[config.mk]
export PLATFORM = sky130hd
export DESIGN_NAME = txstat_bank
export DESIGN_NICKNAME = d
export VERILOG_FILES = /design/src/rtl/txstat_pkg.sv /design/src/rtl/txstat_ctrl.sv /design/src/rtl/txstat_dp.sv /design/src/rtl/txstat_bank.sv
export SDC_FILE = /design/constraint.sdc
export NUM_CORES = 1
export LEC_CHECK = 0
export CORE_MARGIN = 2
export CORE_UTILIZATION = 50
export DETAILED_ROUTE_END_ITERATION = 10
export DONT_BUFFER_PORTS = 1
export PLACE_DENSITY_LB_ADDON = 0.25
export SLEW_MARGIN = 20
export SYNTH_ARGS = -nofsm -noshare
export SYNTH_HDL_FRONTEND = slang
export SYNTH_SLANG_ARGS = --single-unit
[constraint.sdc]
create_clock -name clk -period 3.4 [get_ports clk]
set_clock_uncertainty 0.15 [all_clocks]
set_input_delay 0.17 -clock clk [delete_from_list [all_inputs] [get_ports clk]]
set_output_delay 0.17 -clock clk [all_outputs]
set_load 0.02 [all_outputs]
[src/rtl/txstat_pkg.sv]
package txstat_pkg;
  localparam int NUM_CNT = 9;
  localparam int ADDR_W = 4;

  // counter slots; the slot number is the register address and the carry bit
  localparam int IDX_XCOL = 0;
  localparam int IDX_NCOL = 1;
  localparam int IDX_PAUSE = 2;
  localparam int IDX_JABBER = 3;
  localparam int IDX_FCS = 4;
  localparam int IDX_CTRL = 5;
  localparam int IDX_OVER = 6;
  localparam int IDX_UNDER = 7;
  localparam int IDX_FRAG = 8;

  localparam logic [ADDR_W-1:0] ADDR_CARRY = 4'd9;
  localparam logic [ADDR_W-1:0] ADDR_MASK = 4'd10;

  typedef struct packed {
    logic [NUM_CNT-1:0] bump;
    logic [NUM_CNT-1:0] cntWr;
    logic carryClr;
    logic maskWr;
  } stat_ctl_t;
endpackage

[src/rtl/txstat_ctrl.sv]
module txstat_ctrl
  import txstat_pkg::*;
#(
  parameter int LEN_W = 14,
  parameter int COLL_W = 5,
  parameter int MIN_LEN = 64,
  parameter int MAX_LEN = 1518
) (
  input  logic              txStatValid,
  input  logic [LEN_W-1:0]  txStatLen,
  input  logic              txStatFcsOk,
  input  logic [COLL_W-1:0] txStatColl,
  input  logic              txStatAbort,
  input  logic              txStatCtrl,
  input  logic              txStatPause,
  input  logic [ADDR_W-1:0] regAddr,
  input  logic              regWrEn,
  output stat_ctl_t         ctl,
  output logic [COLL_W-1:0] collAmt
);
  logic tooShort, tooLong, sizeOk;

  assign tooShort = txStatLen < LEN_W'(MIN_LEN);
  assign tooLong = txStatLen > LEN_W'(MAX_LEN);
  assign sizeOk = !tooShort && !tooLong;
  assign collAmt = txStatColl;

  always_comb begin
    ctl = '0;
    if (txStatValid) begin
      ctl.bump[IDX_XCOL] = txStatAbort;
      ctl.bump[IDX_NCOL] = txStatColl != '0;
      ctl.bump[IDX_UNDER] = tooShort && txStatFcsOk;
      ctl.bump[IDX_FRAG] = tooShort && !txStatFcsOk;
      ctl.bump[IDX_OVER] = tooLong && txStatFcsOk;
      ctl.bump[IDX_JABBER] = tooLong && !txStatFcsOk;
      ctl.bump[IDX_FCS] = sizeOk && !txStatFcsOk;
      ctl.bump[IDX_CTRL] = sizeOk && txStatCtrl;
      ctl.bump[IDX_PAUSE] = sizeOk && txStatFcsOk && txStatCtrl && txStatPause;
    end
    for (int i = 0; i < NUM_CNT; i++)
      ctl.cntWr[i] = regWrEn && (regAddr == ADDR_W'(i));
    ctl.carryClr = regWrEn && (regAddr == ADDR_CARRY);
    ctl.maskWr = regWrEn && (regAddr == ADDR_MASK);
  end
endmodule

[src/rtl/txstat_dp.sv]
module txstat_dp
  import txstat_pkg::*;
#(
  parameter int CNT_W = 32,
  parameter int DATA_W = 32,
  parameter int COLL_W = 5
) (
  input  logic               clk,
  input  logic               rst,
  input  stat_ctl_t          ctl,
  input  logic [COLL_W-1:0]  collAmt,
  input  logic [ADDR_W-1:0]  regAddr,
  input  logic [DATA_W-1:0]  regWrData,
  output logic [DATA_W-1:0]  regRdData,
  output logic [NUM_CNT-1:0] carryBits,
  output logic [NUM_CNT-1:0] maskBits,
  output logic               irq
);
  logic [CNT_W-1:0] cntArr [NUM_CNT];
  logic [NUM_CNT-1:0] rollover;
  logic [NUM_CNT-1:0] clrBits;

  for (genvar g = 0; g < NUM_CNT; g++) begin : g_cnt
    logic [CNT_W:0] sum;
    logic [CNT_W-1:0] cnt;
    if (g == IDX_NCOL) begin : g_addn
      assign sum = {1'b0, cnt} + (CNT_W+1)'(collAmt);
    end else begin : g_add1
      assign sum = {1'b0, cnt} + (CNT_W+1)'(1);
    end
    always_ff @(posedge clk) begin
      if (rst) cnt <= '0;
      else if (ctl.bump[g]) cnt <= sum[CNT_W-1:0];
      else if (ctl.cntWr[g]) cnt <= regWrData[CNT_W-1:0];
    end
    assign rollover[g] = ctl.bump[g] & sum[CNT_W];
    assign cntArr[g] = cnt;
  end

  assign clrBits = ctl.carryClr ? regWrData[NUM_CNT-1:0] : '0;

  always_ff @(posedge clk) begin
    if (rst) begin
      carryBits <= '0;
      maskBits <= '1;
    end else begin
      carryBits <= (carryBits & ~clrBits) | rollover;
      if (ctl.maskWr) maskBits <= regWrData[NUM_CNT-1:0];
    end
  end

  assign irq = |(carryBits & ~maskBits);

  always_comb begin
    regRdData = '0;
    for (int i = 0; i < NUM_CNT; i++)
      if (regAddr == ADDR_W'(i)) regRdData = DATA_W'(cntArr[i]);
    if (regAddr == ADDR_CARRY) regRdData = DATA_W'(carryBits);
    if (regAddr == ADDR_MASK) regRdData = DATA_W'(maskBits);
  end
endmodule

[src/rtl/txstat_bank.sv]
module txstat_bank
  import txstat_pkg::*;
#(
  parameter int CNT_W = 32,
  parameter int DATA_W = 32,
  parameter int LEN_W = 14,
  parameter int COLL_W = 5,
  parameter int MIN_LEN = 64,
  parameter int MAX_LEN = 1518
) (
  input  logic              clk,
  input  logic              rst,
  input  logic              txStatValid,
  input  logic [LEN_W-1:0]  txStatLen,
  input  logic              txStatFcsOk,
  input  logic [COLL_W-1:0] txStatColl,
  input  logic              txStatAbort,
  input  logic              txStatCtrl,
  input  logic              txStatPause,
  input  logic [3:0]        regAddr,
  input  logic              regWrEn,
  input  logic [DATA_W-1:0] regWrData,
  output logic [DATA_W-1:0] regRdData,
  output logic              irq
);
  stat_ctl_t ctl;
  logic [COLL_W-1:0] collAmt;
  logic [NUM_CNT-1:0] carryBits, maskBits;

  txstat_ctrl #(.LEN_W(LEN_W), .COLL_W(COLL_W), .MIN_LEN(MIN_LEN), .MAX_LEN(MAX_LEN)) u_ctrl (
    .txStatValid(txStatValid), .txStatLen(txStatLen), .txStatFcsOk(txStatFcsOk),
    .txStatColl(txStatColl), .txStatAbort(txStatAbort), .txStatCtrl(txStatCtrl),
    .txStatPause(txStatPause), .regAddr(regAddr), .regWrEn(regWrEn),
    .ctl(ctl), .collAmt(collAmt)
  );

  txstat_dp #(.CNT_W(CNT_W), .DATA_W(DATA_W), .COLL_W(COLL_W)) u_dp (
    .clk(clk), .rst(rst), .ctl(ctl), .collAmt(collAmt), .regAddr(regAddr),
    .regWrData(regWrData), .regRdData(regRdData), .carryBits(carryBits),
    .maskBits(maskBits), .irq(irq)
  );
endmodule

==> flow_summary.toml <==
[clock_network]
htree_levels = 2
clockRootBuffer = "clkbuf_16"
clk_pin_slew_worst_paths_ns = 0.06
cts_tree = "done"
clk_path_buf_depth = 3
clkSinkCount = 306
cts_buffers = 38
clock_latency_ns = 0.58

[logic_synthesis]
synth_top_area_frac = 0.3163
async_flop_share = 0
synth_ff_type = "dfxtp_1"
synthCells = 2577
synth.area.top_cells = "dfxtp_1 32%, nor2_1 5.8%, a21oi_1 5.1%"
synth_area_leader_cell = "dfxtp_1"
synth.avg_cell_area_um2 = 7.516
netlist_area_um2 = 19370
yosysWarningCount = 0
synth_edf_count = 0
seq_area_frac_synth = 0.3163
synth_nets = 2654
synth.distinct_cells = 87
ys_ff_latch = 306

[sta]
fin_crit_sh = 1.004
hold_viol_final = 0
tightestPinTransition_ns = 1.216
grt_setup_unrepaired = "no"
finalCriticalPeriod_ns = 3.412
setup_tns_ns = -0.01207
worst_slack_ns = -0.01207
slew_headroom = 0.1868
report.final.slew_viol_count = 0
setup_violations = 1
max_freq_mhz = 293.1

[grt]
grt_first_pass_wirelength_mm = 141.4
first_global_vias = 21250
grt_max_degree = 181
antenna_found_initial = 19
grtUsageTotal = 0.4700
globalRoute.totalOverflow = 0

[drt]
drtAntennaViolNets = 0
drc = 0
via_count = 23280
avgRoutedWirePerCell_um = 30.76
dr.first_iter.drc_count = 3973
avgViaCountPerCell = 7.344
finalWirelength_mm = 97.52
drtPass1Iterations = 7

[floorplan]
core_um2 = 38470
die_x_um = 200.8
chipHeight_um = 200.8
boundaryPins = 96
start_util = 0.5035
die_area_um2 = 40330
rows = 72

[setup_path]
slowest_stage = "a222oi_1"
cp_max_fo = 52
required_ns = 3.08
critPathCaptureType = "output pin"
start_kind = "primary input"
critical-path-top-delay-family = "compound AO/OA/AOI/OAI gates"
cp.arrival_ns = 3.09
path_buf_inv = 2
cpPeakStageDelay_ns = 0.99
critical_path_class = "in2out"
rrSetupSlack_ns = 0.18
crit_chain = "dlygate4sd3_1 -> or2_2 -> nor2_1 -> buf_4 -> a222oi_1 -> a31oi_1 -> a221o_1"

[min_path]
hold_path.class = "in2reg"

[finish]
nets = 2687
n_fill_cell = 3608
drive_gt1_frac = 0.08191
final_cells = 3170
area_delta_synth_final_pct = 15.89

[run]
drv_cap = 0

[outcome]
status = "finished, violations left"
violations = "setup timing"

[power]
p_total_uw = 9008
p_per_area_nw_per_um2 = 401.3
irDropWorstVdd_mv = 0.3441
p_leak_uw = 0.007596

[place]
place_congestion = 1.066
post-place-cells = 2958
portBuffers = 0
dp_hpwl_mm = 62.79
cell families (layout without fill, tap and decap cells):
kind of cell / count (synthesis) / in the layout / synth area share
AO/OA/AOI/OAI: 827 / 827 / 0.2937
XOR/XNOR: 15 / 15 / 0.006783
adder cells (fa/ha/maj): 14 / 14 / 0.009431
buffers and inverters: 249 / 309 / 0.05025
flip-flops: 306 / 306 / 0.3163
multiplexers: 46 / 46 / 0.03404
other: 0 / 15 / 0
AND/OR/NAND/NOR: 1120 / 1120 / 0.2895
synthesized netlist by cell type (24+ instances only):
library cell and n:
a21oi_1 197, a211oi_1 76, a311oi_1 54, a221oi_1 24, nand2_1 244, a22oi_1 54
nand3_1 139, nor3_1 100, a2111oi_0 27, and4_1 33, a31oi_1 60, inv_1 40
and3_1 61, and2_1 24, nor2_1 298, o211ai_1 43, nor4_1 59, clkbuf_1 176
o21ai_0 130, nand4_1 55, dfxtp_1 306
flip-flops by register name, summed over array words and instances (netlist names):
name / flops
u_dp.g_cnt.cnt: 288
u_dp.carryBits: 9
u_dp.maskBits: 9
tightest hold or removal path, delay by kind of cell:
kind,cells,cell delay (ns)
compound gates,1,0.18
simple gates,2,0.34
worst paths after layout:
| kind | startpoint | endpoint | cells past startpoint |
|---|---|---|---|
| min | txStatValid | u_dp.g_cnt[0].cnt[9] | 3 |
| min reg2reg | u_dp.maskBits[8] | u_dp.maskBits[8] | 2 |
| max | regAddr[1] | regRdData[12] | 7 |
| max reg2reg | u_dp.g_cnt[8].cnt[8] | u_dp.g_cnt[8].cnt[27] | 7 |
stage by stage:
| stage | cell area [um2] | setup slack, ns | hold slack, ns | utilization |
|---|---|---|---|---|
| 2_1_floorplan | 19370 | 0.7648 | 0.1790 | - |
| 3_3_place_gp | 19780 | 0.4172 | 0.1114 | 0.5142 |
| 3_5_place_dp | 19780 | 0.3722 | 0.1151 | 0.5142 |
| 4_1_cts | 22380 | 0.03190 | 0.00008255 | 0.5817 |
| 5_1_grt | 22430 | 0.03134 | 0.03535 | 0.5830 |
| 6_report | 22450 | -0.01207 | 0.004345 | 0.5836 |
final cells by class:
| cell class | count | area (um2) | area share |
|---|---|---|---|
| diodes | 15 | 37.54 | 0.001672 |
| clock buffers | 54 | 1115 | 0.04966 |
| clock inverters | 13 | 172.7 | 0.007692 |
| inverters | 41 | 153.9 | 0.006856 |
| multi-input cells | 2022 | 12340 | 0.5495 |
| flip-flops and latches | 306 | 6126 | 0.2729 |
| well taps | 518 | 648.1 | 0.02887 |
| repair buffers | 201 | 1859 | 0.08283 |
placed cells by master (no fill, tap or decap), types with 55 or more instances in the layout:
cell	synthesis	layout
a31oi_1	60	59
a21oi_1	197	197
nand2_1	244	244
and3_1	61	61
buf_4	1	70
nor3_1	100	100
o21ai_0	130	128
nand3_1	139	139
dlygate4sd3_1	0	128
nor4_1	59	58
dfxtp_1	306	306
nor2_1	298	296
a211oi_1	76	76
nand4_1	55	55
power breakdown:
part	total, uW	internal (uW)	switching, uW
Combinational	872	290	583
Sequential	3810	3670	140
Clock	4330	2580	1740
Total	9010	6540	2470
repair_timing:
action,in CTS,in global routing
setup buffers,0,0
endpoints found under the hold margin,306,2
gates resized for setup,0,4
hold buffers,129,1
setup endpoints to repair,0,4
per-layer routing:
metal | share of wire | track usage
met4 | 0.094 | 0.3627
met1 | 0.35 | 0.5679
met3 | 0.15 | 0.1763
met2 | 0.41 | 0.6745
met5 | 0.00031 | 0
Power figures use the tool's default switching activity.
